### src/rtl/sdc_pkg.sv
package sdc_pkg;

    localparam int BANK_W  = 2;
    localparam int ROW_W   = 13;
    localparam int COL_W   = 10;
    localparam int DATA_W  = 8;
    localparam int HADDR_W = BANK_W + ROW_W + COL_W;
    localparam int AP_BIT  = 10;

    // {cs_n, ras_n, cas_n, we_n}
    typedef enum logic [3:0] {
        CMD_LMR = 4'b0000,
        CMD_REF = 4'b0001,
        CMD_PRE = 4'b0010,
        CMD_ACT = 4'b0011,
        CMD_WR  = 4'b0100,
        CMD_RD  = 4'b0101,
        CMD_NOP = 4'b0111
    } sdc_cmd_e;

    typedef enum logic [2:0] {
        ST_WAIT, ST_PALL, ST_IREF1, ST_IREF2, ST_LMR, ST_IDLE, ST_COL
    } sdc_state_e;

    typedef struct packed {
        logic [BANK_W-1:0] bank;
        logic [ROW_W-1:0]  row;
        logic [COL_W-1:0]  col;
    } sdc_addr_t;

    typedef struct packed {
        logic              we;
        logic              mask;
        sdc_addr_t         addr;
        logic [DATA_W-1:0] wdata;
    } sdc_req_t;

    // burst of one, sequential order, latency in A[6:4]
    function automatic logic [ROW_W-1:0] mode_word(input int cl);
        return ROW_W'((cl & 7) << 4);
    endfunction

    function automatic int gap_max(input int a, input int b);
        return (a > b) ? a : b;
    endfunction

endpackage

### src/rtl/sdc_refresh_timer.sv
module sdc_refresh_timer #(
    parameter int REFI = 1100
) (
    input  logic clk,
    input  logic rst,
    input  logic run,
    input  logic ack,
    output logic pending
);
    localparam int CW = $clog2(REFI + 1);

    logic [CW-1:0] cnt;

    always_ff @(posedge clk) begin
        if (rst) begin
            cnt     <= '0;
            pending <= 1'b0;
        end else begin
            if (ack) pending <= 1'b0;
            if (run) begin
                if (cnt == CW'(REFI - 1)) begin
                    cnt     <= '0;
                    pending <= 1'b1;
                end else begin
                    cnt <= cnt + 1'b1;
                end
            end
        end
    end

    // a raised request is held until the controller takes it
    p_pending_holds_r8: assert property (@(posedge clk) disable iff (rst)
        (pending && !ack) |=> pending);

endmodule

### src/rtl/sdc_rd_capture.sv
module sdc_rd_capture #(
    parameter int CL     = 3,
    parameter int DATA_W = 8
) (
    input  logic              clk,
    input  logic              rst,
    input  logic              rd_issue,
    input  logic [DATA_W-1:0] dq_in,
    output logic              rsp_valid,
    output logic [DATA_W-1:0] rsp_data
);
    logic [CL-1:0] pipe;

    always_ff @(posedge clk) begin
        if (rst) begin
            pipe      <= '0;
            rsp_valid <= 1'b0;
            rsp_data  <= '0;
        end else begin
            pipe      <= {pipe[CL-2:0], rd_issue};
            rsp_valid <= pipe[CL-1];
            if (pipe[CL-1]) rsp_data <= dq_in;
        end
    end

    // a response appears only a fixed latency after a read command
    p_rsp_latency_r7: assert property (@(posedge clk) disable iff (rst)
        rsp_valid |-> $past(rd_issue, CL + 1));

endmodule

### src/rtl/sdc_ctrl.sv
module sdc_ctrl
    import sdc_pkg::*;
#(
    parameter int INIT_CYCLES = 14300,
    parameter int CL          = 3,
    parameter int TRCD        = 3,
    parameter int TRP         = 3,
    parameter int TRC         = 9,
    parameter int TMRD        = 2,
    parameter int TWR         = 2
) (
    input  logic              clk,
    input  logic              rst,
    input  logic              req_valid,
    output logic              req_ready,
    input  sdc_req_t          req,
    input  logic              ref_pending,
    output logic              ref_ack,
    output logic              init_done,
    output sdc_cmd_e          cmd_o,
    output logic [BANK_W-1:0] ba_o,
    output logic [ROW_W-1:0]  a_o,
    output logic              dqm_o,
    output logic [DATA_W-1:0] dq_out_o,
    output logic              dq_oe_o,
    output logic              cke_o
);
    localparam int TWPOST  = gap_max(TWR + TRP, TRC - TRCD);
    localparam int TRPOST  = gap_max(CL + TRP, TRC - TRCD);
    localparam int CNT_MAX = gap_max(INIT_CYCLES, gap_max(TRC, gap_max(TWPOST, TRPOST)));
    localparam int CNT_W   = $clog2(CNT_MAX + 1);
    localparam logic [ROW_W-1:0] A_AP = ROW_W'(1) << AP_BIT;

    sdc_state_e       state, nxt;
    logic [CNT_W-1:0] cnt;
    sdc_req_t         req_q;

    assign req_ready = (state == ST_IDLE) && !ref_pending;
    assign ref_ack   = (state == ST_IDLE) && ref_pending;

    always_ff @(posedge clk) begin
        if (rst) begin
            state     <= ST_WAIT;
            nxt       <= ST_PALL;
            cnt       <= CNT_W'(INIT_CYCLES);
            req_q     <= '0;
            init_done <= 1'b0;
            cmd_o     <= CMD_NOP;
            ba_o      <= '0;
            a_o       <= '0;
            dqm_o     <= 1'b1;
            dq_out_o  <= '0;
            dq_oe_o   <= 1'b0;
            cke_o     <= 1'b0;
        end else begin
            cke_o   <= 1'b1;
            cmd_o   <= CMD_NOP;
            dq_oe_o <= 1'b0;
            dqm_o   <= !init_done;
            case (state)
                ST_WAIT: begin
                    cnt <= cnt - 1'b1;
                    if (cnt == CNT_W'(1)) state <= nxt;
                end
                ST_PALL: begin
                    cmd_o <= CMD_PRE;
                    ba_o  <= '0;
                    a_o   <= A_AP;
                    state <= ST_WAIT;
                    cnt   <= CNT_W'(TRP - 1);
                    nxt   <= ST_IREF1;
                end
                ST_IREF1, ST_IREF2: begin
                    cmd_o <= CMD_REF;
                    state <= ST_WAIT;
                    cnt   <= CNT_W'(TRC - 1);
                    nxt   <= (state == ST_IREF1) ? ST_IREF2 : ST_LMR;
                end
                ST_LMR: begin
                    cmd_o     <= CMD_LMR;
                    ba_o      <= '0;
                    a_o       <= mode_word(CL);
                    init_done <= 1'b1;
                    state     <= ST_WAIT;
                    cnt       <= CNT_W'(TMRD - 1);
                    nxt       <= ST_IDLE;
                end
                ST_IDLE: begin
                    if (ref_pending) begin
                        cmd_o <= CMD_REF;
                        state <= ST_WAIT;
                        cnt   <= CNT_W'(TRC - 1);
                        nxt   <= ST_IDLE;
                    end else if (req_valid) begin
                        cmd_o <= CMD_ACT;
                        ba_o  <= req.addr.bank;
                        a_o   <= req.addr.row;
                        req_q <= req;
                        state <= ST_WAIT;
                        cnt   <= CNT_W'(TRCD - 1);
                        nxt   <= ST_COL;
                    end
                end
                ST_COL: begin
                    ba_o  <= req_q.addr.bank;
                    a_o   <= A_AP | ROW_W'(req_q.addr.col);
                    state <= ST_WAIT;
                    nxt   <= ST_IDLE;
                    if (req_q.we) begin
                        cmd_o    <= CMD_WR;
                        dq_out_o <= req_q.wdata;
                        dq_oe_o  <= 1'b1;
                        dqm_o    <= req_q.mask;
                        cnt      <= CNT_W'(TWPOST - 1);
                    end else begin
                        cmd_o <= CMD_RD;
                        dqm_o <= 1'b0;
                        cnt   <= CNT_W'(TRPOST - 1);
                    end
                end
                default: state <= ST_WAIT;
            endcase
        end
    end

    // cycles since the last activate and since the last row command
    logic [7:0] since_act, since_row;
    always_ff @(posedge clk) begin
        if (rst) begin
            since_act <= 8'hFF;
            since_row <= 8'hFF;
        end else begin
            since_act <= (cmd_o == CMD_ACT) ? 8'd1 :
                         (since_act == 8'hFF) ? since_act : since_act + 8'd1;
            since_row <= (cmd_o == CMD_ACT || cmd_o == CMD_REF) ? 8'd1 :
                         (since_row == 8'hFF) ? since_row : since_row + 8'd1;
        end
    end

    // column command lands exactly TRCD after its activate
    p_col_after_act_r5: assert property (@(posedge clk) disable iff (rst)
        (cmd_o == CMD_RD || cmd_o == CMD_WR) |-> since_act == 8'(TRCD));

    // row commands are spaced by at least TRC
    p_row_spacing_r5: assert property (@(posedge clk) disable iff (rst)
        (cmd_o == CMD_ACT || cmd_o == CMD_REF) |-> since_row >= 8'(TRC));

endmodule

### src/rtl/sdram_ctrl.sv
module sdram_ctrl
    import sdc_pkg::*;
#(
    parameter int INIT_CYCLES = 14300,
    parameter int REFI        = 1100,
    parameter int CL          = 3,
    parameter int TRCD        = 3,
    parameter int TRP         = 3,
    parameter int TRC         = 9,
    parameter int TMRD        = 2,
    parameter int TWR         = 2
) (
    input  logic               clk,
    input  logic               rst,
    input  logic               req_valid,
    output logic               req_ready,
    input  logic               req_we,
    input  logic [HADDR_W-1:0] req_addr,
    input  logic [DATA_W-1:0]  req_wdata,
    input  logic               req_wmask,
    output logic               rsp_valid,
    output logic [DATA_W-1:0]  rsp_rdata,
    output logic               sd_cke,
    output logic               sd_cs_n,
    output logic               sd_ras_n,
    output logic               sd_cas_n,
    output logic               sd_we_n,
    output logic [BANK_W-1:0]  sd_ba,
    output logic [ROW_W-1:0]   sd_a,
    output logic               sd_dqm,
    output logic [DATA_W-1:0]  sd_dq_out,
    output logic               sd_dq_oe,
    input  logic [DATA_W-1:0]  sd_dq_in
);
    sdc_req_t req;
    sdc_cmd_e cmd;
    logic     ref_pending, ref_ack, init_done;

    assign req = '{we: req_we, mask: req_wmask, addr: sdc_addr_t'(req_addr), wdata: req_wdata};
    assign {sd_cs_n, sd_ras_n, sd_cas_n, sd_we_n} = cmd;

    sdc_ctrl #(
        .INIT_CYCLES(INIT_CYCLES), .CL(CL), .TRCD(TRCD), .TRP(TRP),
        .TRC(TRC), .TMRD(TMRD), .TWR(TWR)
    ) u_ctrl (
        .clk(clk), .rst(rst), .req_valid(req_valid), .req_ready(req_ready), .req(req),
        .ref_pending(ref_pending), .ref_ack(ref_ack), .init_done(init_done),
        .cmd_o(cmd), .ba_o(sd_ba), .a_o(sd_a), .dqm_o(sd_dqm),
        .dq_out_o(sd_dq_out), .dq_oe_o(sd_dq_oe), .cke_o(sd_cke)
    );

    sdc_refresh_timer #(.REFI(REFI)) u_refresh (
        .clk(clk), .rst(rst), .run(init_done), .ack(ref_ack), .pending(ref_pending)
    );

    sdc_rd_capture #(.CL(CL), .DATA_W(DATA_W)) u_capture (
        .clk(clk), .rst(rst), .rd_issue(cmd == CMD_RD), .dq_in(sd_dq_in),
        .rsp_valid(rsp_valid), .rsp_data(rsp_rdata)
    );

    // data pins are driven only while a write command is on the bus
    p_oe_in_write_r6: assert property (@(posedge clk) disable iff (rst)
        sd_dq_oe |-> (cmd == CMD_WR));

    // clock enable stays high once reset has been released
    p_cke_on_r9: assert property (@(posedge clk) disable iff (rst)
        !$past(rst) |-> sd_cke);

endmodule

### config.mk
export PLATFORM = sky130hd
export DESIGN_NAME = sdram_ctrl
export DESIGN_NICKNAME = d
export VERILOG_FILES = /design/src/rtl/sdc_pkg.sv /design/src/rtl/sdc_refresh_timer.sv /design/src/rtl/sdc_rd_capture.sv /design/src/rtl/sdc_ctrl.sv /design/src/rtl/sdram_ctrl.sv
export SDC_FILE = /design/constraint.sdc
export NUM_CORES = 1
export LEC_CHECK = 0
export BUFFER_PORTS_ARGS = -buffer_cell sky130_fd_sc_hd__clkbuf_2
export CORE_UTILIZATION = 30
export CTS_BUF_LIST = sky130_fd_sc_hd__clkbuf_8
export CTS_CLUSTER_DIAMETER = 30
export DETAILED_ROUTE_END_ITERATION = 7
export GPL_ROUTABILITY_DRIVEN = 1
export MAX_ROUTING_LAYER = met4
export PLACE_DENSITY = 0.61
export SYNTH_ARGS = -nofsm -noshare
export SYNTH_HDL_FRONTEND = slang
export SYNTH_SLANG_ARGS = --single-unit
### constraint.sdc
create_clock -name clk -period 1.5 [get_ports clk]
set_input_delay 0.075 -clock clk [delete_from_list [all_inputs] [get_ports clk]]
set_output_delay 0.075 -clock clk [all_outputs]
set_load 0.005 [all_outputs]
==> metrics.md, run 1 <==
| Metric | Value |
|---|---|
| Synth Area in Compound Gates | `19.1%` |
| Drt drc | `0` |
| VDD IR-drop max | `about 0.52 mV` |
| Avg Cell Area, Syn | `a little under 9 sq um` |
| Core area | `12800 sq um` |
| Pwr/cell area | `771 nW/um^2` |
| Static leakage | `about 0.0025 uW` |
| Drt pass-1 iters | `4` |
| Status | `finished with violations` |
| DIE AREA | `13700 sq um` |
| Post-Route WL | `11700 um` |
| Simple logic cell fraction of the synthesized area | `22.1%` |
| Starting Density | `31.1%` |
| First-pass GRT wire length | `17800 um` |
| Yosys cell types | `slightly below 60` |
| Synth Net Count | `507` |
| Hold depth | `4` |
| Post-synth EDFFs | `0` |
| Via density per instance | `~4.9` |
| Row cnt | `41` |
| Hold Violations, Final | `0` |
| Failing checks | `setup timing` |
| Antenna violations before repair | `0` |
| Flop-to-flop setup slack | `-0.04 ns` |
| Setup Skew | `approximately 0.012 ns` |
| GRT Util Overall | `between 10% and 20%` |
| Commonest non-fill, non-tap cells in the layout | `dfxtp_1 (87), clkbuf_2 (84), nand2_1 (57), buf_4 (50), nor2_1 (45)` |
| Num ports | `86` |
| Setup crit start kind | `flop` |
| Post-DP HPWL | `~7500 um` |
| Die Y | `117 um` |
| Sequential-to-total area share from yosys stat | `48.4%` |
| Unrepaired setup endpoints after global routing | `true` |
| Setup slack after layout | `-0.0381 ns` |
| Worst hold path type | `input port to flop` |
| Non-filler cells, final | `802` |
| Multiplexer area fraction after synthesis | `2.27%` |
| Root Buffer | `clkbuf_8` |
| Top_reg_cell synth | `dfxtp_1` |
| Largest family of logic cells by synthesized area | `simple AND/OR/NAND/NOR gates` |
| Arr. time, crit path | `1.84 ns` |
| CP Max Fanout | `8` |
| Min Tclk post-route | `1.54 ns` |
| Vias after detailed routing | `between 3000 and 4000` |
| HP Start | `req_addr[17]` |
| Max-cap violations | `0` |
| Ys async rst share | `0%` |
| Worst Hold End | `u_ctrl.a_o[7]$_SDFFE_PP0P_` |
| #FFs+latches synth | `96` |
| CTS tree | `done` |
| Crit path capture type | `flop` |
| Synth Area in XOR/XNOR | `3.09%` |
| Cells after DPL | `744` |
| DR WL/cell | `14.6 um` |
| Leading cell type in the layout, fill and taps excluded | `dfxtp_1` |
| Initial DRC count | `156` |
| Layout cell share with drive strength beyond 1 | `39.8%` |
| RePlAce Congestion | `0.853` |
| Nets | `674` |
| Diodes inserted | `0` |
| Post-route cell area | `6110 sq um` |
| Final setup violation count | `10` |
| Synthesis warning total | `0` |
| Mapped Cells | `between 400 and 500` |
| Area growth syn-to-layout | `54.0%` |
| FMAX | `650 MHz` |
| Reg2reg end | `u_ctrl.req_q[34]$_SDFFE_PP0P_` |
| GR Overflow Total | `0` |
| FF-to-FF path depth | `7` |
| Die Wd | `117 um` |
| Final Cycle Share | `103%` |
| # port buffers | `84` |
| Vias in the first global route | `3710` |
| Routed Antenna Nets | `0` |
| Placed Instance Area | `~5000 sq um` |
| Pins over their slew limit | `0` |
| Clk sinks | `96` |
| Largest net degree at the start of global routing | `62` |
| H-tree depth reported by CTS | `3` |
| Adder-cell share of the synthesized area | `less than 1%` |
| Worst Path Required | `1.80 ns` |
| Worst-path clk slew | `0.09 ns` |
| CP Class | `flop to flop` |
| Clock insertion delay at the later pin of the skew report | `0.37 ns` |
| Total Power | `4710 uW` |
| Filler Cell Count | `1158` |
| Beginning of the worst register-to-register path | `u_ctrl.state[1]$_SDFFE_PP0P_` |
| Mapped Area | `3970 sq um` |
| Max clock buf depth | `2` |
| CTS Buf Count | `9` |
| Setup WS pre-CTS | `-0.137 ns` |
repair_timing:
item | in CTS | in global routing
cloned | 0 | 4
setup endpoints to repair | 37 | 55
hold endpoints to repair | 32 | 0
hold buffers | 32 | 0
setup buffers | 4 | 4
pin swaps | 5 | 48
resized for setup | 22 | 104
routing by layer:
metal | part of all wire (%) | vias up | routed length (um) | track usage, %
met2 | 51 | 93 | 5980 | 28.5
li1 | - | 1948 | - | -
met1 | 43 | 1884 | 5000 | 20.4
met5 | 0 | - | 0 | -
met3 | 4.5 | 15 | 521 | 4.89
met4 | 1.6 | 0 | 183 | 4.98
metrics by stage:
stage / setup TNS [ns] / hold slack (ns) / utilization, %
final: -0.157 / 0.0519 / 47.8
after global routing: -2.39 / 0.0513 / 47.8
after CTS: -0.119 / 0.0256 / 43.8
after detailed placement: -0.855 / 0.304 / 39.0
after global placement: -0.154 / 0.298 / 39.0
after floorplan: -0.274 / 0.208 / -
synth_stat cells (all sizes together), types with 6 or more instances:
master | n | area share, %
nand2b | 6 | 0.95
nor3 | 6 | 0.76
a21oi | 43 | 5.5
mux2i | 9 | 2.3
xor2 | 6 | 1.3
inv | 9 | 0.85
a32oi | 12 | 2.6
o211ai | 6 | 1.1
clkbuf | 23 | 2.2
buf | 7 | 0.91
xnor2 | 8 | 1.8
dfxtp | 96 | 48
nand3 | 12 | 1.5
a22o | 8 | 1.8
nand2 | 77 | 7.3
o21ai | 13 | 1.6
nor2 | 48 | 4.5
power breakdown:
| group | internal, uW | switching, uW |
|---|---|---|
| logic | 208 | 184 |
| registers | 2570 | 35.6 |
| clock network | 808 | 903 |
critical path, stage by stage (launching register included):
cell	delay (ns)
dfxtp_2	0.34
buf_6	0.13
buf_6	0.11
nand3b_1	0.20
nor2_4	0.26
clkbuf_16	0.24
nand2_1	0.07
a21oi_1	0.11
state kept, by name, indices dropped and copies added, names as in the netlist, 2 cells and up:
| signal | count |
|---|---|
| u_ctrl.state | 3 |
| u_ctrl.req_q | 22 |
| u_ctrl.cnt | 14 |
| u_capture.rsp_data | 8 |
| u_ctrl.ba_o | 2 |
| u_ctrl.dq_out_o | 8 |
| u_capture.pipe | 3 |
| u_ctrl.a_o | 13 |
| u_ctrl.cmd_o | 3 |
| u_refresh.cnt | 11 |
| u_ctrl.nxt | 3 |
how the worst max path moves through the flow:
stage / start / end
global route: u_ctrl.state[1]$_SDFFE_PP0P_ / u_ctrl.req_q[33]$_SDFFE_PP0P_
floorplan: u_ctrl.cnt[0]$_SDFFE_PP0P_ / u_ctrl.cnt[12]$_SDFFE_PP1P_
global placement: u_ctrl.cnt[0]$_SDFFE_PP0P_ / u_ctrl.cnt[12]$_SDFFE_PP1P_
finish: u_ctrl.state[1]$_SDFFE_PP0P_ / u_ctrl.req_q[34]$_SDFFE_PP0P_
CTS: u_ctrl.cnt[4]$_SDFFE_PP1P_ / u_ctrl.cnt[11]$_SDFFE_PP0P_
detailed placement: u_ctrl.cnt[0]$_SDFFE_PP0P_ / u_ctrl.cnt[12]$_SDFFE_PP1P_
logic make-up (layout without fill, tap and decap cells):
kind of cell    count (synthesis)  after routing
compound gates                112            112
xor+xnor                       14             14
fa+ha+maj                       3              3
buf+inv                        39            211
flops                          96             96
mux                             9              9
other cells                     1              1
simple gates                  184            184
area by class of cell:
| type | instances | area, sq um | share of cell area (%) |
|---|---|---|---|
| clock buffers | 10 | 138 | 2.25 |
| clock inverters | 6 | 60.1 | 0.983 |
| inverters | 9 | 36.3 | 0.594 |
| multi-input cells | 323 | 2280 | 37.4 |
| flip-flops and latches | 96 | 1940 | 31.8 |
| well taps | 172 | 215 | 3.52 |
| repair buffers | 186 | 1430 | 23.4 |
Power figures use the tool's default switching activity.
==> run 2, diff against run 1 <==
--- a/config.mk
+++ b/config.mk
@@ -5,14 +5,14 @@
 export SDC_FILE = /design/constraint.sdc
 export NUM_CORES = 1
 export LEC_CHECK = 0
-export BUFFER_PORTS_ARGS = -buffer_cell sky130_fd_sc_hd__clkbuf_2
 export CORE_UTILIZATION = 30
 export CTS_BUF_LIST = sky130_fd_sc_hd__clkbuf_8
 export CTS_CLUSTER_DIAMETER = 30
 export DETAILED_ROUTE_END_ITERATION = 7
+export DONT_BUFFER_PORTS = 1
 export GPL_ROUTABILITY_DRIVEN = 1
 export MAX_ROUTING_LAYER = met4
-export PLACE_DENSITY = 0.61
+export PLACE_DENSITY = 0.55
 export SYNTH_ARGS = -nofsm -noshare
 export SYNTH_HDL_FRONTEND = slang
 export SYNTH_SLANG_ARGS = --single-unit
==> metrics.md, run 2 (synthesis results as in run 1) <==
| Metric | Value |
|---|---|
| Unrepaired setup endpoints after global routing | `true` |
| FMAX | `647 MHz (-0.50%)` |
| Final Cycle Share | `103% (+0.52 points)` |
| Nets | `559 (-17%)` |
| Status | `finished with violations` |
| Cts hold-fix bufs | `6 (-81%)` |
| Worst-path clk slew | `0.10 ns (about the same)` |
| Cell family with most CP delay | `simple AND/OR/NAND/NOR gates` |
| Row cnt | `41 (unchanged)` |
| Num ports | `86 (unchanged)` |
| CTS tree | `done` |
| Largest regs | `u_ctrl.req_q (22), u_ctrl.cnt (14), u_ctrl.a_o (13)` |
| Commonest non-fill, non-tap cells in the layout | `dfxtp_1 (89), nand2_1 (68), buf_4 (54), nor2_1 (44), a21oi_1 (31)` |
| Clock power share | `36.8% (+0.4 points)` |
| Post-Route WL | `10400 um (-11%)` |
| DIE AREA | `13700 sq um (unchanged)` |
| Slowest CP cell | `or4_1` |
| Via density per instance | `5.00 (+1.8%)` |
| RePlAce Congestion | `0.761 (-11%)` |
| Vias after detailed routing | `3435 (-13%)` |
| Die Y | `117 um (unchanged)` |
| Arr. time, crit path | `1.83 ns (about the same)` |
| Failing checks | `hold timing, setup timing` |
| Pint | `3300 uW (-7.8%)` |
| Clock insertion delay at the later pin of the skew report | `0.38 ns (about the same)` |
| Initial DRC count | `102 (-35%)` |
| Worst Hold Slack | `-0.233 ns (-0.285 ns)` |
| Antenna violations before repair | `0 (unchanged)` |
| Die Wd | `117 um (unchanged)` |
| Post-route cell area | `5140 sq um (-16%)` |
| Starting Density | `31.1% (unchanged)` |
| Final setup violation count | `3 (-7)` |
| CP Max Fanout | `2 (-6)` |
| Static leakage | `0.00185 uW (-25%)` |
| Setup Skew | `0.0139 ns (+0.00234 ns)` |
| First-pass GRT wire length | `16200 um (-9.2%)` |
| Max clock buf depth | `2 (unchanged)` |
| Setup slack after layout | `-0.0459 ns (-0.00776 ns)` |
| Crit path capture type | `flop` |
| Drt drc | `0 (unchanged)` |
| H-tree depth reported by CTS | `3 (unchanged)` |
| Layout cell share with drive strength beyond 1 | `27.0% (-13 points)` |
| Worst hold path type | `input port to flop` |
| CP Class | `flop to flop` |
| GR Overflow Total | `0 (unchanged)` |
| CP peak stage delay | `0.41 ns (+0.07 ns)` |
| Pins over their slew limit | `0 (unchanged)` |
| Clk sinks | `96 (unchanged)` |
| # port buffers | `0 (-100%)` |
| Worst Path Required | `1.79 ns (about the same)` |
| Root Buffer | `clkbuf_8` |
| Setup crit start kind | `flop` |
| Net Sw Frac | `25.1% (+1.3 points)` |
| GRT Util Overall | `15.9% (-1.4 points)` |
| Filler Cell Count | `1287 (+11%)` |
| Max FFs per register | `22 (unchanged)` |
| Buf/Inv on CP | `1 (-2)` |
| Diodes inserted | `0 (unchanged)` |
| Vias in the first global route | `3281 (-12%)` |
| Leading cell type in the layout, fill and taps excluded | `dfxtp_1` |
| Net switching power | `1110 uW (-1.2%)` |
| Placed Instance Area | `4520 sq um (-9.3%)` |
| Min Tclk post-route | `1.55 ns (+0.00776 ns)` |
| Largest net degree at the start of global routing | `77 (+24%)` |
| Pwr/cell area | `858 nW/um^2 (+11%)` |
| Comb power frac | `4.3% (-4.0 points)` |
| DR WL/cell | `15.1 um (+4.0%)` |
| Drt pass-1 iters | `4 (unchanged)` |
| Core area | `12800 sq um (unchanged)` |
| Largest Register | `u_ctrl.req_q` |
| Sequential power share | `58.9% (+3.6 points)` |
| Max-cap violations | `0 (unchanged)` |
| Hold Violations, Final | `70 (+70)` |
| VDD IR-drop max | `0.560 mV (+8.6%)` |
| Setup WS pre-CTS | `-0.130 ns (+0.00657 ns)` |
| Area growth syn-to-layout | `29.7%` |
| CTS Buf Count | `9 (unchanged)` |
| Critical Path, Cell by Cell | `buf_4 > nor4_4 > o2111ai_2 > or4_1 > a211oi_1` |
| Post-DP HPWL | `6970 um (-7.0%)` |
| Routed Antenna Nets | `0 (unchanged)` |
==> run 2: metal layers <==
layer	routed length, um	track usage [%]	up-vias	share of wire, %
met5	0	-	-	0
met1	4660	18.8	1611	45
met3	639	5.41	20	6.1
met2	4960	25.4	85	48
li1	-	-	1719	-
met4	148	4.73	0	1.4
==> run 2: worst paths after layout <==
check | cells past startpoint | slack (ns) | endpoint | start
max | 5 | -0.05 | u_ctrl.cnt[11]$_SDFFE_PP0P_ | u_ctrl.cnt[1]$_SDFFE_PP0P_
min | 1 | -0.23 | u_ctrl.cnt[1]$_SDFFE_PP0P_ | rst
max reg2reg | 5 | -0.05 | u_ctrl.cnt[11]$_SDFFE_PP0P_ | u_ctrl.cnt[1]$_SDFFE_PP0P_
min reg2reg | 2 | 0.45 | u_ctrl.dq_out_o[4]$_SDFFE_PP0P_ | u_ctrl.req_q[4]$_SDFFE_PP0P_
==> run 2: final cells by class <==
class,instances,area [sq um],share of cell area (%)
Clock inverter,7,62.6,1.22
Timing Repair Buffer,71,643,12.5
Clock buffer,9,124,2.41
Multi-Input combinational cell,323,2130,41.3
Tap cell,172,215,4.18
Inverter,9,33.8,0.657
Sequential cell,96,1940,37.7
==> run 2: metrics by stage <==
step / power (uW) / utilization (%) / hold slack [ns] / TNS, ns / instances
after floorplan: 2770 / - / 0.208 / -0.274 / 458
after global placement: 2800 / 35.4 / 0.160 / -0.180 / 656
after detailed placement: 2800 / 35.4 / 0.162 / -0.794 / 656
after CTS: 4440 / 37.7 / -0.252 / -0.0611 / 680
after global routing: 4600 / 40.3 / -0.263 / -1.28 / 687
final: 4410 / 40.3 / -0.233 / -0.0504 / 687
==> run 2: what timing repair did <==
item / 4_1_cts / 5_1_grt
setup buffers: 1 / 5
setup endpoints to repair: 26 / 62
pin swaps: 3 / 25
endpoints found under the hold margin: 75 / 69
gates cloned: 1 / 2
resized for setup: 13 / 63
==> run 2: power groups by stage <==
stage / sequential [uW] / clock [uW] / combinational (uW)
after floorplan: 2660 / 0 / 107
after global placement: 2660 / 0 / 138
after detailed placement: 2660 / 0 / 142
after CTS: 2600 / 1690 / 156
after global routing: 2610 / 1790 / 208
final: 2600 / 1630 / 189
==> run 3, diff against run 2 <==
==> constraint.sdc (replaced) <==
create_clock -name clk -period 1.4 [get_ports clk]
set_input_delay 0.07 -clock clk [delete_from_list [all_inputs] [get_ports clk]]
set_output_delay 0.07 -clock clk [all_outputs]
set_load 0.005 [all_outputs]
==> metrics.md, run 3 (synthesis results as in run 1) <==
| Metric | Value |
|---|---|
| Failing checks | `hold timing, setup timing` |
| Worst Path Required | `1.70 ns (-0.09 ns)` |
| Post-Route WL | `10600 um (+1.5%)` |
| H-tree depth reported by CTS | `3 (unchanged)` |
| Starting Density | `31.1% (unchanged)` |
| Drt pass-1 iters | `4 (unchanged)` |
| FMAX | `643 MHz (-0.59%)` |
| Num ports | `86 (unchanged)` |
| Max FFs per register | `22 (unchanged)` |
| Min Tclk post-route | `1.56 ns (+0.00914 ns)` |
| Cts hold-fix bufs | `4 (-2)` |
| Initial DRC count | `156 (+53%)` |
| Arr. time, crit path | `1.86 ns (+0.03 ns)` |
| Hold Violations, Final | `71 (+1.4%)` |
| Commonest non-fill, non-tap cells in the layout | `dfxtp_1 (87), nand2_1 (71), buf_4 (51), nor2_1 (44), a21oi_1 (27)` |
| Max clock buf depth | `2 (unchanged)` |
| Nets | `567 (+1.4%)` |
| Clock insertion delay at the later pin of the skew report | `0.38 ns (about the same)` |
| Filler Cell Count | `1260 (-2.1%)` |
| Setup Skew | `0.0117 ns (-0.00220 ns)` |
| Crit path capture type | `flop` |
| Largest Register | `u_ctrl.req_q` |
| RePlAce Congestion | `0.825 (+8.5%)` |
| Multi-input logic area | `2170 sq um (+2.3%)` |
| FF+latch area | `1940 sq um (-0.13%)` |
| Row cnt | `41 (unchanged)` |
| Critical Path, Cell by Cell | `nor4_4 > o2111ai_2 > or4_1 > a211oi_1` |
| Leading cell type in the layout, fill and taps excluded | `dfxtp_1` |
| CTS tree | `done` |
| Pwr/cell area | `941 nW/um^2 (+9.7%)` |
| DIE AREA | `13700 sq um (unchanged)` |
| Core area | `12800 sq um (unchanged)` |
| CP peak stage delay | `0.42 ns (about the same)` |
| CP Class | `flop to flop` |
| Clk sinks | `96 (unchanged)` |
| Worst hold path type | `input port to flop` |
| Area growth syn-to-layout | `34.5%` |
| Routed Antenna Nets | `0 (unchanged)` |
| # port buffers | `0 (unchanged)` |
| Final Cycle Share | `111% (+8.0 points)` |
| Root Buffer | `clkbuf_8` |
| Diodes inserted | `0 (unchanged)` |
| CTS Buf Count | `9 (unchanged)` |
| GR Overflow Total | `0 (unchanged)` |
| First-pass GRT wire length | `16200 um (+0.30%)` |
| Antenna violations before repair | `0 (unchanged)` |
| Status | `finished with violations` |
| Slowest CP cell | `or4_1` |
| Largest net degree at the start of global routing | `77 (unchanged)` |
| Worst-path clk slew | `0.09 ns (about the same)` |
| Vias after detailed routing | `3475 (+1.2%)` |
| Pins over their slew limit | `0 (unchanged)` |
| Placed Instance Area | `4570 sq um (+1.1%)` |
| Die Wd | `117 um (unchanged)` |
| Setup slack after layout | `-0.155 ns (-0.109 ns)` |
| Static leakage | `0.00193 uW (+4.5%)` |
| Final core utilization | `41.8% (+1.5 points)` |
| Vias in the first global route | `3218 (-1.9%)` |
| Post-DP HPWL | `7400 um (+6.2%)` |
| Drt drc | `0 (unchanged)` |
| CP Max Fanout | `2 (unchanged)` |
| Worst Hold Slack | `-0.239 ns (-0.00538 ns)` |
| Die Y | `117 um (unchanged)` |
| Unrepaired setup endpoints after global routing | `true` |
| Setup WS pre-CTS | `-0.241 ns (-0.111 ns)` |
| GRT Util Overall | `16.0% (+0.12 points)` |
| Post-route cell area | `5340 sq um (+3.7%)` |
| Largest regs | `u_ctrl.req_q (22), u_ctrl.cnt (14), u_ctrl.a_o (13)` |
| Final setup violation count | `28 (+25)` |
| Setup crit start kind | `flop` |
| DR WL/cell | `15.2 um (+0.30%)` |
| Layout cell share with drive strength beyond 1 | `30.8% (+3.8 points)` |
| Via density per instance | `5.00 (unchanged)` |
| Max-cap violations | `0 (unchanged)` |
| VDD IR-drop max | `0.505 mV (-9.9%)` |
run 3: layer usage:
layer	routed length, um	global-route usage (%)
met1	4600	19.6
met2	5090	24.5
met3	725	5.36
met4	137	5.65
met5	0	-
run 3: layout make-up:
type                    count  area share, %
repair buffers             78           13.9
flip-flops and latches     96           36.3
well taps                 172           4.03
clock inverters             7           1.92
clock buffers               9           2.32
inverters                   9          0.727
multi-input cells         324           40.8
run 3: what timing repair did:
item / 4_1_cts / 5_1_grt
gates resized for setup: 37 / 60
setup buffers: 6 / 11
gates cloned: 1 / 2
pin swaps: 12 / 37
endpoints found under the setup margin: 43 / 56
hold endpoints to repair: 76 / 71
run 3: per-stage QoR:
step | total power [uW] | hold WS, ns | std cells | TNS [ns]
global placement | 3020 | 0.152 | 655 | -3.03
CTS | 5080 | -0.265 | 682 | -0.660
detailed placement | 3030 | 0.152 | 655 | -4.13
global route | 5220 | -0.264 | 695 | -3.11
finish | 5020 | -0.239 | 695 | -1.09
floorplan | 2970 | 0.203 | 458 | -0.333
run 3: path summary, 6_finish.rpt:
path / start / end / slack (ns) / cells after the start
worst min register to register: u_ctrl.req_q[9]$_SDFFE_PP0P_ / u_ctrl.req_q[9]$_SDFFE_PP0P_ / 0.46 / 2
worst max-delay path: u_ctrl.cnt[4]$_SDFFE_PP1P_ / u_ctrl.cnt[11]$_SDFFE_PP0P_ / -0.16 / 4
worst min-delay path: rst / u_ctrl.cnt[5]$_SDFFE_PP0P_ / -0.24 / 1
worst max register to register: u_ctrl.cnt[4]$_SDFFE_PP1P_ / u_ctrl.cnt[11]$_SDFFE_PP0P_ / -0.16 / 4
run 3: report_power, final:
| group | switching [uW] | leakage, uW | total [uW] | internal, uW |
|---|---|---|---|---|
| combinational | 87.4 | 0.00105 | 196 | 109 |
| clock | 1010 | 0.000110 | 2030 | 1020 |
| sequential | 36.2 | 0.000778 | 2790 | 2750 |
run 3: critical path: cells and delay by family (launching register included):
kind	cells	cell delay, ns
and+or+nand+nor	2	0.76
DFF	1	0.35
AOI/OAI and AO/OA	2	0.37
